$ cat src/rtl/rxdet_pkg.sv
package rxdet_pkg;

    typedef enum logic [1:0] {
        ST_IDLE     = 2'd0,
        ST_PWR_WAIT = 2'd1,
        ST_DET_WAIT = 2'd2,
        ST_REPORT   = 2'd3
    } rxdet_state_e;

    typedef enum logic [1:0] {
        RES_NONE    = 2'b00,
        RES_PRESENT = 2'b01,
        RES_ABSENT  = 2'b10,
        RES_TIMEOUT = 2'b11
    } rxdet_result_e;

    localparam logic [1:0] PWR_FULL   = 2'b00;
    localparam logic [1:0] PWR_DETECT = 2'b10;
    localparam int unsigned STAT_W    = 3;
    localparam logic [STAT_W-1:0] STAT_RX_FOUND = 3'b011;

endpackage

$ cat src/rtl/rxdet_wait_timer.sv
module rxdet_wait_timer #(
    parameter int unsigned CNT_W = 16
) (
    input  logic             clk,
    input  logic             rst,
    input  logic             waiting,
    input  logic             ack,
    input  logic [CNT_W-1:0] limit,
    output logic             expire
);
    localparam int unsigned EXT_W = CNT_W + 1;

    logic [CNT_W-1:0] elapsed;
    logic [EXT_W-1:0] elapsed_next;

    assign elapsed_next = {1'b0, elapsed} + EXT_W'(1);

    // restart on leaving a wait state or on any acknowledge
    always_ff @(posedge clk) begin
        if (rst || !waiting || ack) begin
            elapsed <= '0;
        end else if (!expire) begin
            elapsed <= elapsed + CNT_W'(1);
        end
    end

    // acknowledge in the last allowed cycle takes priority
    assign expire = waiting && !ack && (elapsed_next >= {1'b0, limit});

endmodule

$ cat src/rtl/rxdet_status_eval.sv
module rxdet_status_eval
    import rxdet_pkg::*;
(
    input  logic [STAT_W-1:0] status,
    output rxdet_result_e     verdict
);
    always_comb begin
        if (status == STAT_RX_FOUND) begin
            verdict = RES_PRESENT;
        end else begin
            verdict = RES_ABSENT;
        end
    end

endmodule

$ cat src/rtl/rxdet_ctrl_fsm.sv
module rxdet_ctrl_fsm
    import rxdet_pkg::*;
(
    input  logic          clk,
    input  logic          rst,
    input  logic          start_req,
    input  logic          phy_ack,
    input  logic          wait_expire,
    input  rxdet_result_e verdict,
    output logic          waiting,
    output logic [1:0]    pd_ctrl,
    output logic          tx_idle,
    output logic          tx_detect,
    output logic          done,
    output logic          busy,
    output rxdet_result_e result
);
    rxdet_state_e state_q, state_d;
    logic         p1_held_q;

    // state register
    always_ff @(posedge clk) begin
        if (rst) begin
            state_q <= ST_IDLE;
        end else begin
            state_q <= state_d;
        end
    end

    // transitions
    always_comb begin
        state_d = state_q;
        unique case (state_q)
            ST_IDLE: begin
                if (start_req) begin
                    state_d = p1_held_q ? ST_DET_WAIT : ST_PWR_WAIT;
                end
            end
            ST_PWR_WAIT: begin
                if (phy_ack) begin
                    state_d = ST_DET_WAIT;
                end else if (wait_expire) begin
                    state_d = ST_REPORT;
                end
            end
            ST_DET_WAIT: begin
                if (phy_ack || wait_expire) begin
                    state_d = ST_REPORT;
                end
            end
            ST_REPORT: begin
                state_d = ST_IDLE;
            end
        endcase
    end

    // remembered power state and captured result
    always_ff @(posedge clk) begin
        if (rst) begin
            p1_held_q <= 1'b0;
            result    <= RES_NONE;
        end else begin
            unique case (state_q)
                ST_PWR_WAIT: begin
                    if (phy_ack) begin
                        p1_held_q <= 1'b1;
                    end else if (wait_expire) begin
                        p1_held_q <= 1'b0;
                        result    <= RES_TIMEOUT;
                    end
                end
                ST_DET_WAIT: begin
                    if (phy_ack) begin
                        result <= verdict;
                    end else if (wait_expire) begin
                        result <= RES_TIMEOUT;
                    end
                end
                default: begin
                end
            endcase
        end
    end

    // outputs decoded from state
    always_comb begin
        waiting   = 1'b0;
        tx_idle   = 1'b1;
        tx_detect = 1'b0;
        done      = 1'b0;
        busy      = 1'b1;
        pd_ctrl   = p1_held_q ? PWR_DETECT : PWR_FULL;
        unique case (state_q)
            ST_IDLE: begin
                tx_idle = 1'b0;
                busy    = 1'b0;
            end
            ST_PWR_WAIT: begin
                waiting = 1'b1;
                pd_ctrl = PWR_DETECT;
            end
            ST_DET_WAIT: begin
                waiting   = 1'b1;
                tx_detect = 1'b1;
                pd_ctrl   = PWR_DETECT;
            end
            ST_REPORT: begin
                done = 1'b1;
            end
        endcase
    end

endmodule

$ cat src/rtl/rxdet_seq.sv
module rxdet_seq
    import rxdet_pkg::*;
#(
    parameter int unsigned TMO_W = 16
) (
    input  logic             clk,
    input  logic             rst,
    input  logic             start_req,
    input  logic [TMO_W-1:0] timeout_lim,
    input  logic             phy_status_in,
    input  logic [2:0]       rx_status_in,
    output logic [1:0]       pd_ctrl_out,
    output logic             tx_idle_out,
    output logic             tx_detect_out,
    output logic             done_out,
    output logic [1:0]       result_out,
    output logic             busy_out
);
    logic          waiting;
    logic          expire;
    rxdet_result_e verdict;
    rxdet_result_e result;

    rxdet_wait_timer #(.CNT_W(TMO_W)) timer_i (
        .clk     (clk),
        .rst     (rst),
        .waiting (waiting),
        .ack     (phy_status_in),
        .limit   (timeout_lim),
        .expire  (expire)
    );

    rxdet_status_eval eval_i (
        .status  (rx_status_in),
        .verdict (verdict)
    );

    rxdet_ctrl_fsm fsm_i (
        .clk         (clk),
        .rst         (rst),
        .start_req   (start_req),
        .phy_ack     (phy_status_in),
        .wait_expire (expire),
        .verdict     (verdict),
        .waiting     (waiting),
        .pd_ctrl     (pd_ctrl_out),
        .tx_idle     (tx_idle_out),
        .tx_detect   (tx_detect_out),
        .done        (done_out),
        .busy        (busy_out),
        .result      (result)
    );

    assign result_out = result;

endmodule

$ cat config.mk
export PLATFORM = sky130hd
export DESIGN_NAME = rxdet_seq
export DESIGN_NICKNAME = d
export VERILOG_FILES = /design/src/rtl/rxdet_pkg.sv /design/src/rtl/rxdet_wait_timer.sv /design/src/rtl/rxdet_status_eval.sv /design/src/rtl/rxdet_ctrl_fsm.sv /design/src/rtl/rxdet_seq.sv
export SDC_FILE = /design/constraint.sdc
export NUM_CORES = 1
export LEC_CHECK = 0
export ABC_AREA = 1
export CAP_MARGIN = 20
export CORE_ASPECT_RATIO = 0.7
export CORE_MARGIN = 8
export CORE_UTILIZATION = 50
export CTS_BUF_LIST = sky130_fd_sc_hd__clkbuf_8 sky130_fd_sc_hd__clkbuf_16
export DETAILED_ROUTE_END_ITERATION = 8
export DONT_BUFFER_PORTS = 1
export SLEW_MARGIN = 15
export SYNTH_ARGS = -nofsm -noshare
export SYNTH_HDL_FRONTEND = slang
export SYNTH_SLANG_ARGS = --single-unit
$ cat constraint.sdc
create_clock -name clk -period 7 [get_ports clk]
set_clock_uncertainty 0.15 [all_clocks]
set_input_delay 0.7 -clock clk [delete_from_list [all_inputs] [get_ports clk]]
set_output_delay 0.7 -clock clk [all_outputs]
set_load 0.01 [all_outputs]
Yosys cells after proc, flatten, opt, wreduce, memory -nomap -nowiden
Index checks and enable logic that the tools add are counted.
{"block": "totals", "out_inout_bits": 8, "regBits": 21, "wordCells": 48, "input_bits": 23}
{"block": "op_classes", "order_cmp": 1, "mux": 19, "reduce_logical": 14, "n_addsub": 2, "n_eq_ne": 8}
{"op": "two-way mux 2 bit", "n": 11}
{"op": "adder 16 x 1 -> 17 bit (second input constant)", "n": 1}
{"op": "greater-or-equal comparator 17 x 16 -> 1 bit", "n": 1}
{"op": "adder 16 x 1 -> 16 bit (second input constant)", "n": 1}
{"op": "one-hot mux 2 bit (4 select lines)", "n": 1}
{"op": "two-way mux 1 bit", "n": 6}
{"op": "== test 2 bit (second input constant)", "n": 2}
{"op": "!= test 2 bit (second input constant)", "n": 2}
{"op": "one-hot mux 2 bit (2 select lines)", "n": 1}
{"op": "AND reduction 2 bit", "n": 2}
{"op": "nonzero test 2 bit", "n": 2}
{"op": "== test 3 x 2 -> 1 bit (second input constant)", "n": 1}
{"op": "logical OR 1 bit", "n": 3}
{"op": "!= test 3 x 2 -> 1 bit (second input constant)", "n": 1}
{"op": "AND reduction 3 bit", "n": 1}
{"op": "== test 2 x 1 -> 1 bit (second input constant)", "n": 1}
{"op": "logical AND 1 bit", "n": 2}
{"op": "zero test 1 bit", "n": 2}
{"op": "zero test 2 bit", "n": 1}
{"op": "!= test 2 x 1 -> 1 bit (second input constant)", "n": 1}
{"op": "OR reduction 2 bit", "n": 1}

Depth between registers and ports, before layout
Gate-level depths: netlist (run 1).
{"block": "logic_depth", "depth_word": 8, "depth_mapped": 21, "ltp_nobuf": 21}

Cells and area by module
Synthesis (run 1) repeated with hierarchy kept, for this count alone.
{"block": "unflattened", "hier_cells": 308, "hier_area_um2": 1985.7}
{"module": "rxdet_wait_timer", "seq_area_each_um2": 320.3, "area_each_um2": 1532.7, "n_inst": 1, "cells_per_inst": 239}
{"module": "rxdet_ctrl_fsm", "seq_area_each_um2": 100.1, "area_each_um2": 434.2, "n_inst": 1, "cells_per_inst": 65}
{"module": "rxdet_status_eval", "seq_area_each_um2": 0.0, "area_each_um2": 18.8, "n_inst": 1, "cells_per_inst": 4}

Worst setup path after synthesis (run 1)
Ideal clock, no wire load.
{"block": "synth_path", "kind": "reg2reg", "start": "register timer_i.elapsed[0]", "end": "register timer_i.elapsed[0]", "slack_ns": 4.407, "path_stages_with_launch": 18, "synth_period_minus_slack_ns": 2.593, "arrival_ns": 2.328, "path_cell_list": "dfxtp_1 -> ha_1 -> nand3_1 -> inv_2 -> nand3_1 -> nor2_1 -> xor2_1 -> inv_1 -> ha_1 -> nand2_1 -> nor2_1 -> nand2_1 -> nor2_1 -> nand2_1 -> nand2_2 -> nand2_4 -> buf_6 -> o21a_1"}
{"block": "synth_between", "elab_chain_cells": 3, "elab_cells_between_ends": 4}
{"element": "start, declared", "line_no": "rxdet_wait_timer.sv:13", "source": "logic [CNT_W-1:0] elapsed;"}
{"element": "start signal, assigned", "line_no": "rxdet_wait_timer.sv:23", "source": "elapsed <= elapsed + CNT_W'(1);"}
{"element": "adder 16 x 1 -> 17 bit", "line_no": "rxdet_wait_timer.sv:16", "source": "assign elapsed_next = {1'b0, elapsed} + EXT_W'(1);"}
{"element": "named net timer_i.elapsed_next[14]", "line_no": "rxdet_wait_timer.sv:14", "source": "logic [EXT_W-1:0] elapsed_next;"}
{"element": "greater-or-equal comparator 17 x 16 -> 1 bit", "line_no": "rxdet_wait_timer.sv:28", "source": "assign expire = waiting && !ack && (elapsed_next >= {1'b0, limit});"}
{"element": "logical AND 1 bit", "line_no": "rxdet_wait_timer.sv:28"}
The timed path passes the listed nets, and every way through them passes these cells.
A chain may end at the register's enable or synchronous reset.

Worst setup path in the final report (run 1)
{"block": "layout_path", "start": "register timer_i.elapsed[0]", "end": "register timer_i.elapsed[12]"}
The elaborated chain is that of the path after synthesis.

==> results.md, run 1 <==
- Core area: 3210 um^2
- Setup TNS: 0 ns
- Post-Syn Instances: 256
- Yosys warnings: 0
- FILL cells: 337
- Fin. Hold Viols: 0
- Pwr dens: 204 nW/um^2
- Area leader, netlist: dfxtp_1
- ANT cells: 0
- DRT Pass-1 Iters: 4
- Clock Pin Slew Worst Setup and Hold Paths: 0.07 ns
- H-tree depth: 1
- Number of port buffers: 0
- Slew Limit Fails: 0
- Row count: 17
- Unrepaired setup endpoints after global routing: false
- GP Congestion: 0.833
- Post-DR vias/cell: 4.75
- DRT iter0 DRCs: 107
- Antenna violations before repair: 0
- Status: finished clean
- Die ar.: 5570 um^2
- Global-route usage over all layers: 13.1%
- CP Max Fanout: 26
- Leak: 0.000919 uW
- Post-synth ARST share: 0%
- Bufs on Longest Clock Path: 2
- Vias: 1,435
- First-pass GRT wire length: 5870 um
- Final #Nets: 301
- EDFF count, synth: 0
- Ratio of final minimum period to clock period: 45.1%
- ANT nets after route: 0
- Vias in the first global route: 1,293
- Synth Register Bits: 21
- Largest cells by area after synthesis: dfxtp_1 (25%), ha_1 (16%), nor2_1 (9.4%)
- Syn_area_per_cell: 6.68 um^2
- HPWL after DPL: 2890 um
- Critical path capture point type: flop
- Syn_nets: 301
- Final setup fails: 0
- Routed wire length: 3550 um
- Total CTS buffers: 3
- Die height: 64.9 um
- Count of cell types in the netlist: 27
- Maximum vdd drop: 0.137 mV
- Sequential fraction of the synthesis area: 24.6%
- Wirelength per Cell: 11.8 um
- Post-synth top area share: 24.6%
- Largest net degree at the start of global routing: 27
- Hold-fix buffers, CTS: 0
- HP Class: reg2reg
- P&R area growth vs syn: 3.44%
- Most frequent cell after synthesis: nor2_1
- GRT overflow: 0
- Max cap viols: 0
- Max Clk Rate: 0.317 GHz
- Initial Utilization: 53.2%
- Root buffer cell: clkbuf_8
- Post-CTS sizing: 0
- CP Launch Type: flop
- Top_reg_cell synth: dfxtp_1
- Most frequent cells after synthesis: nor2_1 (43), inv_1 (42), nand2_1 (42)
- Post-route minimum period: 3.16 ns
- WS Path Type: reg2reg
- IO Count: 31
- Die Width: 85.9 um
- Critical Path AT: 3.16 ns
- Setup Fix Bufs, Post-CTS: 0
- Clk_lat worst skew: 0.26 ns
- Share of cells above drive strength 1: 5.49%
- # DRC: 0
- Req. time, crit path: 7.01 ns
- CTS tree: done
- Min Hold Slack: 0.345 ns
- Clock sink count: 21
- Netlist Area Pre-Place: 1710 um^2
## worst max-delay path, cell delays in order, from the launching register on
cell     delay (ns)
dfxtp_1        0.41
ha_1           0.21
nand3_1        0.19
inv_2          0.11
nand3_1        0.12
nor2_1         0.16
xor2_1         0.20
inv_1          0.07
ha_1           0.28
nand2_1        0.06
nand2_1        0.05
a21oi_1        0.12
o21ai_1        0.08
nor2_1         0.14
nand2_2        0.10
nand2_4        0.24
inv_2          0.17
nor2_1         0.13
nor2_1         0.05
## layout by cell type (no fill, tap or decap), types with 2 or more instances in the layout
master / instances
clkbuf_8: 3
a21oi_1: 18
o21ai_0: 4
nor2_1: 43
nand3_1: 9
nand4_1: 3
nand2_1: 42
or2_2: 3
inv_1: 43
ha_1: 22
xnor2_1: 5
o21ai_1: 15
xor2_1: 9
dfxtp_1: 21
inv_2: 2
nand3b_1: 2
nand2_2: 4
## power breakdown
group	total [uW]	internal (uW)	leakage (uW)	switching, uW
clock network	77.9	39.1	0.0000269	38.8
logic	139	52.4	0.000722	87.0
registers	143	130	0.000170	12.7
total	361	222	0.000919	138
## routing by layer
layer | wire length [um] | vias to the layer above | track usage [%]
met2 | 1230 | 41 | 16.9
li1 | - | 801 | -
met5 | 0 | - | 0
met1 | 2050 | 591 | 19.0
met4 | 25 | 0 | 3.91
met3 | 239 | 2 | 5.03
## kinds of logic after synthesis
group,after synthesis,synth area share [%]
and+or+nand+nor,109,27.5
DFF,21,24.6
other,1,0.219
adders and majority gates,22,16.1
xor gates and xnor gates,14,7.17
buffers and inverters,49,12.3
AOI/OAI and AO/OA,40,12.2
## final timing paths
check                                       start                               end  slack, ns  depth (start not counted)
hold / removal       fsm_i.p1_held_q$_SDFFE_PP0P_      fsm_i.p1_held_q$_SDFFE_PP0P_       0.34                          2
setup / recovery  timer_i.elapsed[0]$_SDFFE_PP0N_  timer_i.elapsed[12]$_SDFFE_PP0N_       3.84                         18
hold reg to reg      fsm_i.p1_held_q$_SDFFE_PP0P_      fsm_i.p1_held_q$_SDFFE_PP0P_       0.34                          2
setup reg to reg  timer_i.elapsed[0]$_SDFFE_PP0N_  timer_i.elapsed[12]$_SDFFE_PP0N_       3.84                         18
## per-stage QoR
stage	setup WS [ns]	power [uW]	util, %	std cells	instance area [um^2]
finish	3.84	361	55.0	302	1770
global route	3.50	392	55.0	302	1770
CTS	3.86	365	55.0	302	1770
detailed placement	3.87	286	53.6	298	1720
global placement	3.87	288	53.6	298	1720
floorplan	4.41	265	-	256	1710
## sequential cells by signal (all words and copies together) (netlist names)
signal,cells
fsm_i.result,2
fsm_i.state_q,2
fsm_i.p1_held_q,1
timer_i.elapsed,16
## layout make-up
| cell class | count | area [um^2] | share of cell area [%] |
|---|---|---|---|
| Clock inverter | 1 | 3.75 | 0.212 |
| Sequential cell | 21 | 420 | 23.8 |
| Multi-Input combinational cell | 186 | 1080 | 61.0 |
| Tap cell | 47 | 58.8 | 3.33 |
| Clock buffer | 3 | 41.3 | 2.34 |
| Inverter | 44 | 165 | 9.34 |
Note: power is estimated with default switching activity, not from simulation.
==> inputs of run 2 (changes only) <==
ABC_AREA = 0   (was 1)
clock period = 3.11 ns   (was 7 ns; I/O delays follow)
==> run 2 against run 1 <==
  * The run now ends with negative setup slack left
  * Final cell count up 1.7%
  * Critical path depth down 6
  * Sequential share of layout area down 4.9 points
==> results.md, run 2 <==
- H-tree depth: 1 (unchanged)
- Worst reg2reg path startpoint: timer_i.elapsed[1]$_SDFFE_PP0N_
- Total CTS buffers: 3 (unchanged)
- Vias: 1,826 (+27%)
- Fin. Hold Viols: 0 (unchanged)
- Clk_lat worst skew: 0.27 ns (about the same)
- Placed cell areas: 2120 um^2 (+23%)
- Die ar.: 6060 um^2 (+8.7%)
- DRT Pass-1 Iters: 4 (unchanged)
- Critical Path AT: 3.15 ns (about the same)
- HPWL after DPL: 4200 um (+45%)
- Leak: 0.00110 uW (+19%)
- Wirelength per Cell: 17.2 um (+46%)
- Critical path capture point type: flop
- Layout Cells excl Fill: 307 (+1.7%)
- Share of cells above drive strength 1: 33.1% (+28 points)
- Largest Register: timer_i.elapsed
- Syn_area_per_cell: 8.19 um^2 (+23%)
- Clock Pin Slew Worst Setup and Hold Paths: 0.08 ns (about the same)
- RR Endpoint: fsm_i.state_q[0]$_SDFFE_PP0P_
- CTS tree: done
- Post-Syn Instances: 232 (-9.4%)
- Clock sink count: 21 (unchanged)
- Root buffer cell: clkbuf_8
- Fin area: 2330 um^2 (+32%)
- Largest register FFs: 16 (unchanged)
- Die height: 67.6 um (+4.1%)
- Most frequent cells in the layout: buf_4 (31), inv_1 (22), ha_1 (21)
- Hold Path Stages: 1 (-1)
- IO Count: 31 (unchanged)
- Crit. Startpoint: timer_i.elapsed[1]$_SDFFE_PP0N_
- Req. time, crit path: 3.12 ns (-3.89 ns)
- P&R area growth vs syn: 22.8%
- Global-route usage over all layers: 18.0% (+4.9 points)
- Cell count along the critical path: 12 (-6)
- Slew Limit Headroom: 52.4%
- HP Class: in2reg
- Pwr dens: 344 nW/um^2 (+69%)
- Slew @ Worst Pin: 0.714 ns
- Synth Register Bits: 21 (unchanged)
- Yosys warnings: 0 (unchanged)
- GRT overflow: 0 (unchanged)
- Placed instance count: 297 (-0.34%)
- Sequential fraction of the synthesis area: 22.1% (-2.5 points)
- DRT iter0 DRCs: 139 (+30%)
- Top_reg_cell synth: dfxtp_1
- Post-DR vias/cell: 5.95 (+25%)
- ANT nets after route: 0 (unchanged)
- Maximum vdd drop: 0.301 mV (+120%)
- Worst R2R Setup Slack: -0.03 ns (-3.88 ns)
- Max Clk Rate: 0.318 GHz (+0.40%)
- R2r worst-path depth: 12 (-6)
- Max cap viols: 0 (unchanged)
- Final setup fails: 4 (+4)
- Most frequent cell after synthesis: ha_1
- Bufs on Longest Clock Path: 2 (unchanged)
- CP Max Fanout: 4 (-85%)
- Largest net degree at the start of global routing: 16 (-41%)
- Area leader, netlist: dfxtp_1
- Post-synth top area share: 22.1% (-2.5 points)
- GP Congestion: 0.878 (+5.3%)
- Power Total: 802 uW (+120%)
- Routed wire length: 5280 um (+49%)
- Antenna violations before repair: 0 (unchanged)
- Worst path slowest cell: dfxtp_4
- Commonest non-fill, non-tap cell in the layout: buf_4
- Row count: 18 (+1)
- CP Launch Type: flop
- Number of port buffers: 0 (unchanged)
- Hold endpoint: fsm_i.p1_held_q$_SDFFE_PP0P_
- Most frequent cells after synthesis: ha_1 (22), dfxtp_1 (21), inv_1 (21)
- Slew Limit Fails: 0 (unchanged)
- Netlist Area Pre-Place: 1900 um^2 (+11%)
- Initial Utilization: 53.1% (-0.14 points)
- Final #Nets: 303 (+0.66%)
- WS Path Type: reg2reg
- Status: complete, but fails checks
- Core area: 3580 um^2 (+11%)
- Largest regs: timer_i.elapsed x16, fsm_i.result x2, fsm_i.state_q x2
- Cell chain of the critical path: ha_4, nand3_4, nor3_4, nand2_2, xnor2_1, ha_1, nand3_2, nor4_4, nand4_1, and4_4, a31oi_4, mux2_4
- Unrepaired setup endpoints after global routing: true
- EDFF count, synth: 0 (unchanged)
- Post-route minimum period: 3.14 ns (-0.0126 ns)
- ANT cells: 0 (unchanged)
- Violated checks: negative setup slack
- CP max stage delay: 0.39 ns (-0.02 ns)
- FILL cells: 298 (-12%)
- Delay-heaviest family, CP: simple AND/OR/NAND/NOR gates
- Count of cell types in the netlist: 55 (+100%)
- Largest cells by area after synthesis: dfxtp_1 (22%), ha_1 (14%), a21oi_1 (4.7%)
- # DRC: 0 (unchanged)
- Hold Startpoint: rst
- Ratio of final minimum period to clock period: 101% (+56 points)
- Final worst-path setup slack: -0.0341 ns (-3.88 ns)
- Critical path buffers and inverters: 0 (-3)
- Syn_nets: 277 (-8.0%)
- Vias in the first global route: 1,747 (+35%)
- Die Width: 89.7 um (+4.4%)
- Post-synth ARST share: 0% (unchanged)
- First-pass GRT wire length: 8490 um (+45%)
## run 2: cell count changes after synthesis, sizes merged, moves of 5 or more
cell | previous run | this run
o31ai | 0 | 5
o21ai | 19 | 6
or4 | 0 | 5
nand2b | 0 | 5
a31oi | 0 | 8
a41o | 0 | 5
inv | 44 | 21
nor2 | 44 | 17
nand2 | 47 | 20
## run 2: through the flow
| step | setup slack (ns) | hold slack (ns) | TNS, ns | util (%) |
|---|---|---|---|---|
| 2_1_floorplan | 0.0206 | 0.321 | 0 | - |
| 3_3_place_gp | -0.0643 | 0.246 | -0.168 | 59.1 |
| 3_5_place_dp | -0.140 | 0.248 | -0.844 | 59.1 |
| 4_1_cts | -0.00297 | 0.00804 | -0.00543 | 62.0 |
| 5_1_grt | -0.201 | 0.00309 | -1.95 | 65.2 |
| 6_report | -0.0341 | 0.00722 | -0.0918 | 65.2 |
## run 2: final cells by class
type                    count  area (um^2)  share of cell area [%]
well taps                  50         62.6                    2.68
flip-flops and latches     21          442                    18.9
clock buffers               3         41.3                    1.77
repair buffers             33          254                    10.9
inverters                  21         78.8                    3.38
multi-input cells         178         1450                    62.2
clock inverters             1         3.75                   0.161
## run 2: worst max path at each step
stage / endpoint / slack (ns)
final: fsm_i.state_q[0]$_SDFFE_PP0P_ / -0.03
after global routing: fsm_i.result[0]$_SDFFE_PP0P_ / -0.20
after CTS: timer_i.elapsed[8]$_SDFFE_PP0N_ / -0.003
after detailed placement: fsm_i.state_q[0]$_SDFFE_PP0P_ / -0.14
after global placement: fsm_i.state_q[1]$_SDFFE_PP0P_ / -0.06
after floorplan: fsm_i.state_q[0]$_SDFFE_PP0P_ / 0.02
## run 2: kinds of logic (layout without fill, tap and decap cells)
| logic type | after synthesis | in the layout | synth area share (%) |
|---|---|---|---|
| XOR/XNOR | 14 | 14 | 6.45 |
| flip-flops | 21 | 21 | 22.1 |
| AND/OR/NAND/NOR | 82 | 82 | 25.3 |
| buffers and inverters | 33 | 58 | 8.82 |
| other | 1 | 1 | 0.197 |
| multiplexers | 3 | 3 | 1.71 |
| adder cells (fa/ha/maj) | 22 | 22 | 14.5 |
| AO/OA/AOI/OAI | 56 | 56 | 20.9 |
## run 2: worst reg2reg max path, delay by kind of cell (launching register included)
kind | cells | cell delay, ns
AO/OA/AOI/OAI | 1 | 0.22
AND/OR/NAND/NOR | 7 | 1.34
adder cells (fa/ha/maj) | 2 | 0.49
XOR/XNOR | 1 | 0.14
multiplexers | 1 | 0.32
flip-flops | 1 | 0.39
## run 2: where the power goes
group          internal, uW  leakage (uW)  switching (uW)  total [uW]
clock                  88.4     0.0000269            97.8         186
sequential              289      0.000176            23.2         312
combinational           123      0.000894             181         304
total                   500       0.00110             302         802
## run 2: layer usage
layer / GRT usage [%] / vias to the layer above / wire (um) / part of all wire (%)
li1: - / 895 / - / -
met1: 25.2 / 867 / 2520 / 48
met2: 27.9 / 60 / 2390 / 45
met3: 3.52 / 4 / 329 / 6.2
met4: 3.71 / 0 / 39 / 0.74
met5: 0 / - / 0 / 0
## run 2: timing repair
item / CTS / global route
hold buffers: 1 / 0
buffers inserted: 1 / 4
gates resized for setup: 15 / 19
endpoints found under the hold margin: 1 / 0
pin swaps: 3 / 9
setup endpoints to repair: 19 / 20
